==> config.mk <==
export PLATFORM = sky130hd
export DESIGN_NAME = rx_vote_sampler
export DESIGN_NICKNAME = d
export VERILOG_FILES = /design/src/rtl/rx_vote_pkg.sv /design/src/rtl/rx_line_sync.sv /design/src/rtl/rx_bit_timer.sv /design/src/rtl/rx_vote_unit.sv /design/src/rtl/rx_vote_sampler.sv
export SDC_FILE = /design/constraint.sdc
export NUM_CORES = 1
export LEC_CHECK = 0
export BUFFER_PORTS_ARGS = -buffer_cell sky130_fd_sc_hd__buf_2
export CAP_MARGIN = 20
export CORE_ASPECT_RATIO = 0.5
export CORE_UTILIZATION = 46
export CTS_CLUSTER_DIAMETER = 40
export DETAILED_ROUTE_END_ITERATION = 10
export PLACE_DENSITY_LB_ADDON = 0.25
export SYNTH_ARGS = -nofsm -noshare
export SYNTH_HDL_FRONTEND = slang
export SYNTH_HIERARCHICAL = 1
export SYNTH_SLANG_ARGS = --single-unit
==> constraint.sdc <==
create_clock -name clk -period 2.65 [get_ports clk]
set_input_delay 0.53 -clock clk [delete_from_list [all_inputs] [get_ports clk]]
set_output_delay 0.53 -clock clk [all_outputs]
set_load 0.01 [all_outputs]
==> src/rtl/rx_vote_pkg.sv <==
package rx_vote_pkg;
  localparam int SAMPLES = 3;

  typedef struct packed {
    logic take_first;
    logic take_mid;
    logic take_last;
  } take_t;

  function automatic logic vote3(input logic a, input logic b, input logic c);
    return (a & b) | (a & c) | (b & c);
  endfunction
endpackage

==> src/rtl/rx_line_sync.sv <==
module rx_line_sync #(
  parameter int STAGES = 2,
  parameter logic IDLE = 1'b1
) (
  input  logic clk,
  input  logic rst,
  input  logic din,
  output logic dout
);
  logic [STAGES-1:0] chain_q;

  always_ff @(posedge clk) begin
    if (rst) chain_q <= {STAGES{IDLE}};
    else     chain_q <= {chain_q[STAGES-2:0], din};
  end

  assign dout = chain_q[STAGES-1];

  generate
    for (genvar g = 1; g < STAGES; g++) begin : g_chk
      // each stage follows the previous one a cycle later
      a_r1_stage_follow: assert property (@(posedge clk) disable iff (rst)
        chain_q[g] == $past(chain_q[g-1]));
    end
  endgenerate
endmodule

==> src/rtl/rx_bit_timer.sv <==
module rx_bit_timer
  import rx_vote_pkg::*;
#(
  parameter int CNT_W = 16
) (
  input  logic             clk,
  input  logic             rst,
  input  logic             bit_start,
  input  logic [CNT_W-1:0] div_n,
  input  logic             mod_bit,
  output take_t            take
);
  logic [CNT_W-1:0] cnt_q;
  logic [CNT_W-1:0] mid_q;
  logic             active_q;
  logic [CNT_W-1:0] mid_lo, mid_hi;

  assign mid_lo = mid_q - CNT_W'(1);
  assign mid_hi = mid_q + CNT_W'(1);

  always_ff @(posedge clk) begin
    if (rst) begin
      cnt_q    <= '0;
      mid_q    <= '0;
      active_q <= 1'b0;
    end else if (bit_start) begin
      cnt_q    <= CNT_W'(1);
      mid_q    <= (div_n >> 1) + CNT_W'(mod_bit);
      active_q <= 1'b1;
    end else if (active_q) begin
      cnt_q <= cnt_q + CNT_W'(1);
      if (cnt_q == mid_hi) active_q <= 1'b0;
    end
  end

  always_comb begin
    take.take_first = active_q && !bit_start && (cnt_q == mid_lo);
    take.take_mid   = active_q && !bit_start && (cnt_q == mid_q);
    take.take_last  = active_q && !bit_start && (cnt_q == mid_hi);
  end

  // a start pulse always reloads the count to one
  a_r5_restart: assert property (@(posedge clk) disable iff (rst)
    bit_start |=> (cnt_q == CNT_W'(1)) && active_q);
  // midpoint is frozen while a bit is in progress
  a_r6_mid_frozen: assert property (@(posedge clk) disable iff (rst)
    (active_q && !bit_start) |=> $stable(mid_q));
  // at most one sample point per edge
  a_r2_one_take: assert property (@(posedge clk) disable iff (rst)
    $onehot0({take.take_first, take.take_mid, take.take_last}));
  // the last sample closes the window
  a_r2_window_close: assert property (@(posedge clk) disable iff (rst)
    (take.take_last && !bit_start) |=> !active_q || $past(bit_start));
endmodule

==> src/rtl/rx_vote_unit.sv <==
module rx_vote_unit
  import rx_vote_pkg::*;
(
  input  logic  clk,
  input  logic  rst,
  input  logic  line,
  input  take_t take,
  output logic  bit_val,
  output logic  bit_vld
);
  logic smp_first_q, smp_mid_q;

  always_ff @(posedge clk) begin
    if (rst) begin
      smp_first_q <= 1'b1;
      smp_mid_q   <= 1'b1;
      bit_val     <= 1'b1;
      bit_vld     <= 1'b0;
    end else begin
      if (take.take_first) smp_first_q <= line;
      if (take.take_mid)   smp_mid_q   <= line;
      bit_vld <= take.take_last;
      if (take.take_last) bit_val <= vote3(smp_first_q, smp_mid_q, line);
    end
  end

  // strobe lasts one cycle
  a_r4_single_pulse: assert property (@(posedge clk) disable iff (rst)
    bit_vld |=> !bit_vld);
  // strobe only follows a last-sample edge
  a_r4_after_last: assert property (@(posedge clk) disable iff (rst)
    bit_vld |-> $past(take.take_last));
  // value holds between strobes
  a_r4_hold: assert property (@(posedge clk) disable iff (rst)
    !take.take_last |=> $stable(bit_val));
endmodule

==> src/rtl/rx_vote_sampler.sv <==
module rx_vote_sampler
  import rx_vote_pkg::*;
#(
  parameter int CNT_W = 16,
  parameter int SYNC_STAGES = 2
) (
  input  logic             clk,
  input  logic             rst,
  input  logic             rx_async,
  input  logic [CNT_W-1:0] div_n,
  input  logic             mod_bit,
  input  logic             bit_start,
  output logic             bit_val,
  output logic             bit_vld
);
  logic  line_s;
  take_t take;

  rx_line_sync #(.STAGES(SYNC_STAGES), .IDLE(1'b1)) u_sync (
    .clk  (clk),
    .rst  (rst),
    .din  (rx_async),
    .dout (line_s)
  );

  rx_bit_timer #(.CNT_W(CNT_W)) u_timer (
    .clk       (clk),
    .rst       (rst),
    .bit_start (bit_start),
    .div_n     (div_n),
    .mod_bit   (mod_bit),
    .take      (take)
  );

  rx_vote_unit u_vote (
    .clk     (clk),
    .rst     (rst),
    .line    (line_s),
    .take    (take),
    .bit_val (bit_val),
    .bit_vld (bit_vld)
  );

  // outputs idle during reset (checked on the following edge)
  a_r8_reset_idle: assert property (@(posedge clk)
    rst |=> !bit_vld && bit_val);
endmodule

==> results summary <==
At the end of the flow the core is filled with cells to 0.555. The pin count of the biggest net entering global routing is 34. The quantity of hold-fixing buffers added after cts is 0. The average instance area after synthesis came out at 8.06 um2. Summed over all instances, the cell type with the most area after synthesis is sky130_fd_sc_hd__dfxtp_1. The register area share after synthesis came out at 0.281. Broken down by cell family, the worst path's largest delay share belongs to simple AND/OR/NAND/NOR gates. In this run the core area contains 19 standard-cell rows. The top-area cell type share of the netlist area is 0.281.

The arrival time of the worst setup path is 2750 ps. The end of the worst register-to-register path is u_vote/bit_val. Of the total power, the clock network draws 0.428. The maximum fanout along the worst path is 8. The number of antenna violations at the first check in global routing is 0.

For the worst flop-to-flop path, the logic depth is 8. The signal on the critical path passes through nand4_1 > nor4_1 > xor2_1 > nor2_1 > o311a_1 > o2111a_1 > nor2b_1 > a211o_1. The net switching power of the design is 416 uW.

The worst register-to-register path begins at u_timer/mid_q[9]. The summed instance area of the synthesized netlist is 2770 um2. The multiplexer fraction of the synthesized cell area came out at 0.0185. The cell area power density came out at 516 nW/um2.

The total CTS buffers is 5. The highest clock frequency the design can meet is 388 MHz. After synthesis, the largest family of logic cells by area is simple AND/OR/NAND/NOR gates.

After technology mapping, the gate count stands at 344. The synthesized netlist net count came out at 370. Of the cells placed in the final design, the portion with a size suffix greater than 1 is 0.164.

The met1 wire length came out at 3230 um. The via count of the first global-routing pass came to 2,422. The category of the worst setup path launch point is a flip-flop.

The number of flops mapped to enable cells by yosys came out at 0. The number of antenna-violating nets in the routed design is 0. The floorplan core area came out at 5630 um2. Setup repair after global routing could not meet its margin everywhere. The final weighted congestion of routability-driven global placement is 0.931.

The maximum resistive drop on vdd is 360 uV. The number of design-rule violations left by the first detailed-router iteration is 200. Ranked by instance count, the synthesized netlist is headed by sky130_fd_sc_hd__nor2_1 (47), sky130_fd_sc_hd__dfxtp_1 (39), sky130_fd_sc_hd__xor2_1 (36). The width of the chip came out at 112 um. The worst min-delay path category is reg2reg. The register-to-register setup slack came out at 70 ps. The synthesized netlist contains 54 unique library cells.

The warning count from the yosys run is 6. The cell leakage power is 0.00114 uW. The routed layout has 2,534 vias. Cell internal power was estimated by the tool at 1200 uW.

Across all hold checks on the routed design, the worst slack comes to 407 ps. The hold violation total from the final report came out at 0. The clock-pin transition on the worst setup and hold timing paths is 50 ps.

The final-report max-slew violation count was 0. The number of max-cap violations is 0. The share of power burned in combinational logic is 0.168. The origin of the worst setup path is u_timer/mid_q[9].

The sink of the worst hold path is u_sync/chain_q[1]. The hold path startpoint is u_sync/chain_q[0]. TritonCTS built the clock tree. The overall routing resource usage is 0.227. The clock passes through at most 2 buffers.

The clock sink count is 39. The number of diodes is 0. The first-pass iteration count of the detailed router came out at 8. Clock skew on the completed layout was measured at 3.50 ps. The checks that failed: design-rule violations. The filler-free cell count of the finished design came out at 432. The die boundary height came out at 56.9 um. Sorting the synthesized cells by area gives the leading types as sky130_fd_sc_hd__dfxtp_1 (28%), sky130_fd_sc_hd__xor2_1 (11%), sky130_fd_sc_hd__xnor2_1 (7.6%). The critical-path cell with the highest stage delay is sky130_fd_sc_hd__dfxtp_1. The synthesized design contains 39 register bits. Wire segments on met3 add up to 438 um in the final route. The post-detailed-route via-to-cell ratio came out at 5.87. The instance count on the critical path is 8.

The depth of the worst hold-timing path is 1. For this configuration, the core starts out at a cell density of 0.492. The leading register cell type out of synthesis is sky130_fd_sc_hd__dfxtp_1.

Compared with the post-synthesis result, the final layout area differs by 12.8%. The die covers 6360 um2. The met2 routed wirelength is 2990 um.

The count of nets after finishing came out at 384. The number of inserted filler cells in the final layout came out at 499. For this design the top-level I/O count stands at 23. The switching part of the total is 0.258. For this run, the slowest stage of the critical path takes 560 ps. The synthesized-area fraction occupied by adder cells is 0.0266.

The highest layer used for signal routing is met4. The post-detailed-route wirelength per cell came out at 15.7 um. The critical path is of the reg2reg type. The post-synthesis share of cell area spent on xor and xnor gates is 0.189. The global-route wire length before repair came out at 11,300 um. The number of remaining DRC errors came out at 1. Of the available clock period, the critical path in the final layout requires 0.972. Yosys instantiated no cell more often than sky130_fd_sc_hd__nor2_1. The number of port buffers came out at 21. The share of flip-flops with an asynchronous set or reset came out at 0. Together, buffers and inverters on the worst path number 0. For the finished layout, the period the worst path requires is 2580 ps. STA classifies the critical path endpoint as a flip-flop.

Headroom to the max-slew limit came out at 0.630. The overall overflow remaining after global route came out at 0. The synthesized-area fraction occupied by and/or/nand/nor cells came out at 0.301. The H-tree depth is 2. The clock latency of the later-clocked register in the worst-skew pair came out at 280 ps. The slew of the pin with the lowest slew margin came out at 550 ps.

The post-DP HPWL is 5000 um. The cell count after placement came out at 422. The post-synthesis compound-gate area fraction was 0.134. The run finished, with violations left. The tree is rooted in a sky130_fd_sc_hd__clkbuf_16.

The data required time at the worst endpoint is 2820 ps. The total wire length after detailed routing came out at 6780 um. The setup violation total in the final timing report came out at 0.

The part of the total power dissipated in sequential elements is 0.404.
layout make-up:
| type | instances | area, um2 | area share |
|---|---|---|---|
| multi-input cells | 274 | 1870 | 0.599 |
| flip-flops and latches | 39 | 782 | 0.250 |
| inverters | 7 | 26.3 | 0.00840 |
| clock buffers | 6 | 139 | 0.0444 |
| repair buffers | 31 | 180 | 0.0576 |
| well taps | 73 | 91.3 | 0.0292 |
| clock inverters | 2 | 35.0 | 0.0112 |
power groups by stage:
stage / Combinational, uW / Clock [uW] / Sequential (uW)
4_1_cts: 263 / 702 / 649
6_report: 271 / 690 / 651
3_3_place_gp: 252 / 0 / 660
5_1_grt: 297 / 738 / 656
3_5_place_dp: 261 / 0 / 662
2_1_floorplan: 218 / 0 / 633
through the flow:
step	power (uW)	setup WS, ps	area, um2	setup TNS (ps)
after floorplan	851	300	2770	0
after global placement	912	114	2920	0
after detailed placement	923	65.5	2920	0
after CTS	1610	34.7	3100	0
after global routing	1690	-83.6	3130	-83.6
final	1610	73.1	3130	0
cells in the final DEF, fill, tap and decap left out, types with 10 or more instances in the layout:
cell and instances:
sky130_fd_sc_hd__a211oi_1 11, sky130_fd_sc_hd__buf_2 21, sky130_fd_sc_hd__buf_4 10, sky130_fd_sc_hd__dfxtp_1 38, sky130_fd_sc_hd__nand2_1 23, sky130_fd_sc_hd__nand3_1 17, sky130_fd_sc_hd__nand4_1 12, sky130_fd_sc_hd__nor2_1 47
sky130_fd_sc_hd__nor3_1 11, sky130_fd_sc_hd__xnor2_1 24, sky130_fd_sc_hd__xor2_1 36
worst max-delay path by stage:
stage                         end  slack, ps
2_1_floorplan  u_vote/smp_first_q        300
3_3_place_gp   u_vote/smp_first_q        110
3_5_place_dp   u_vote/smp_first_q         70
4_1_cts            u_vote/bit_val         30
5_1_grt            u_vote/bit_val        -80
6_report           u_vote/bit_val         70
flip-flops by register name, summed over array words and instances (netlist names):
name / count
u_timer/cnt_q: 16
u_timer/mid_q: 16
u_sync/chain_q: 2
u_timer/active_q: 1
u_vote/bit_val: 1
u_vote/bit_vld: 1
u_vote/smp_first_q: 1
u_vote/smp_mid_q: 1
logic make-up after synthesis:
group / after synthesis
buf+inv: 31
mux: 5
flops: 39
simple gates: 156
xor+xnor: 60
compound gates: 47
fa+ha+maj: 6
routing by layer:
| metal | global-route usage | up-vias |
|---|---|---|
| met5 | 0 | - |
| met4 | 0.0734 | 0 |
| met3 | 0.0464 | 13 |
| met2 | 0.379 | 104 |
| met1 | 0.296 | 1175 |
| li1 | - | 1242 |
timing repair:
| action | CTS | global route |
|---|---|---|
| endpoints found under the setup margin | 0 | 2 |
| gates resized for setup | 0 | 5 |
| setup buffers | 0 | 2 |
No activity file was read; power rests on OpenSTA's default activity.
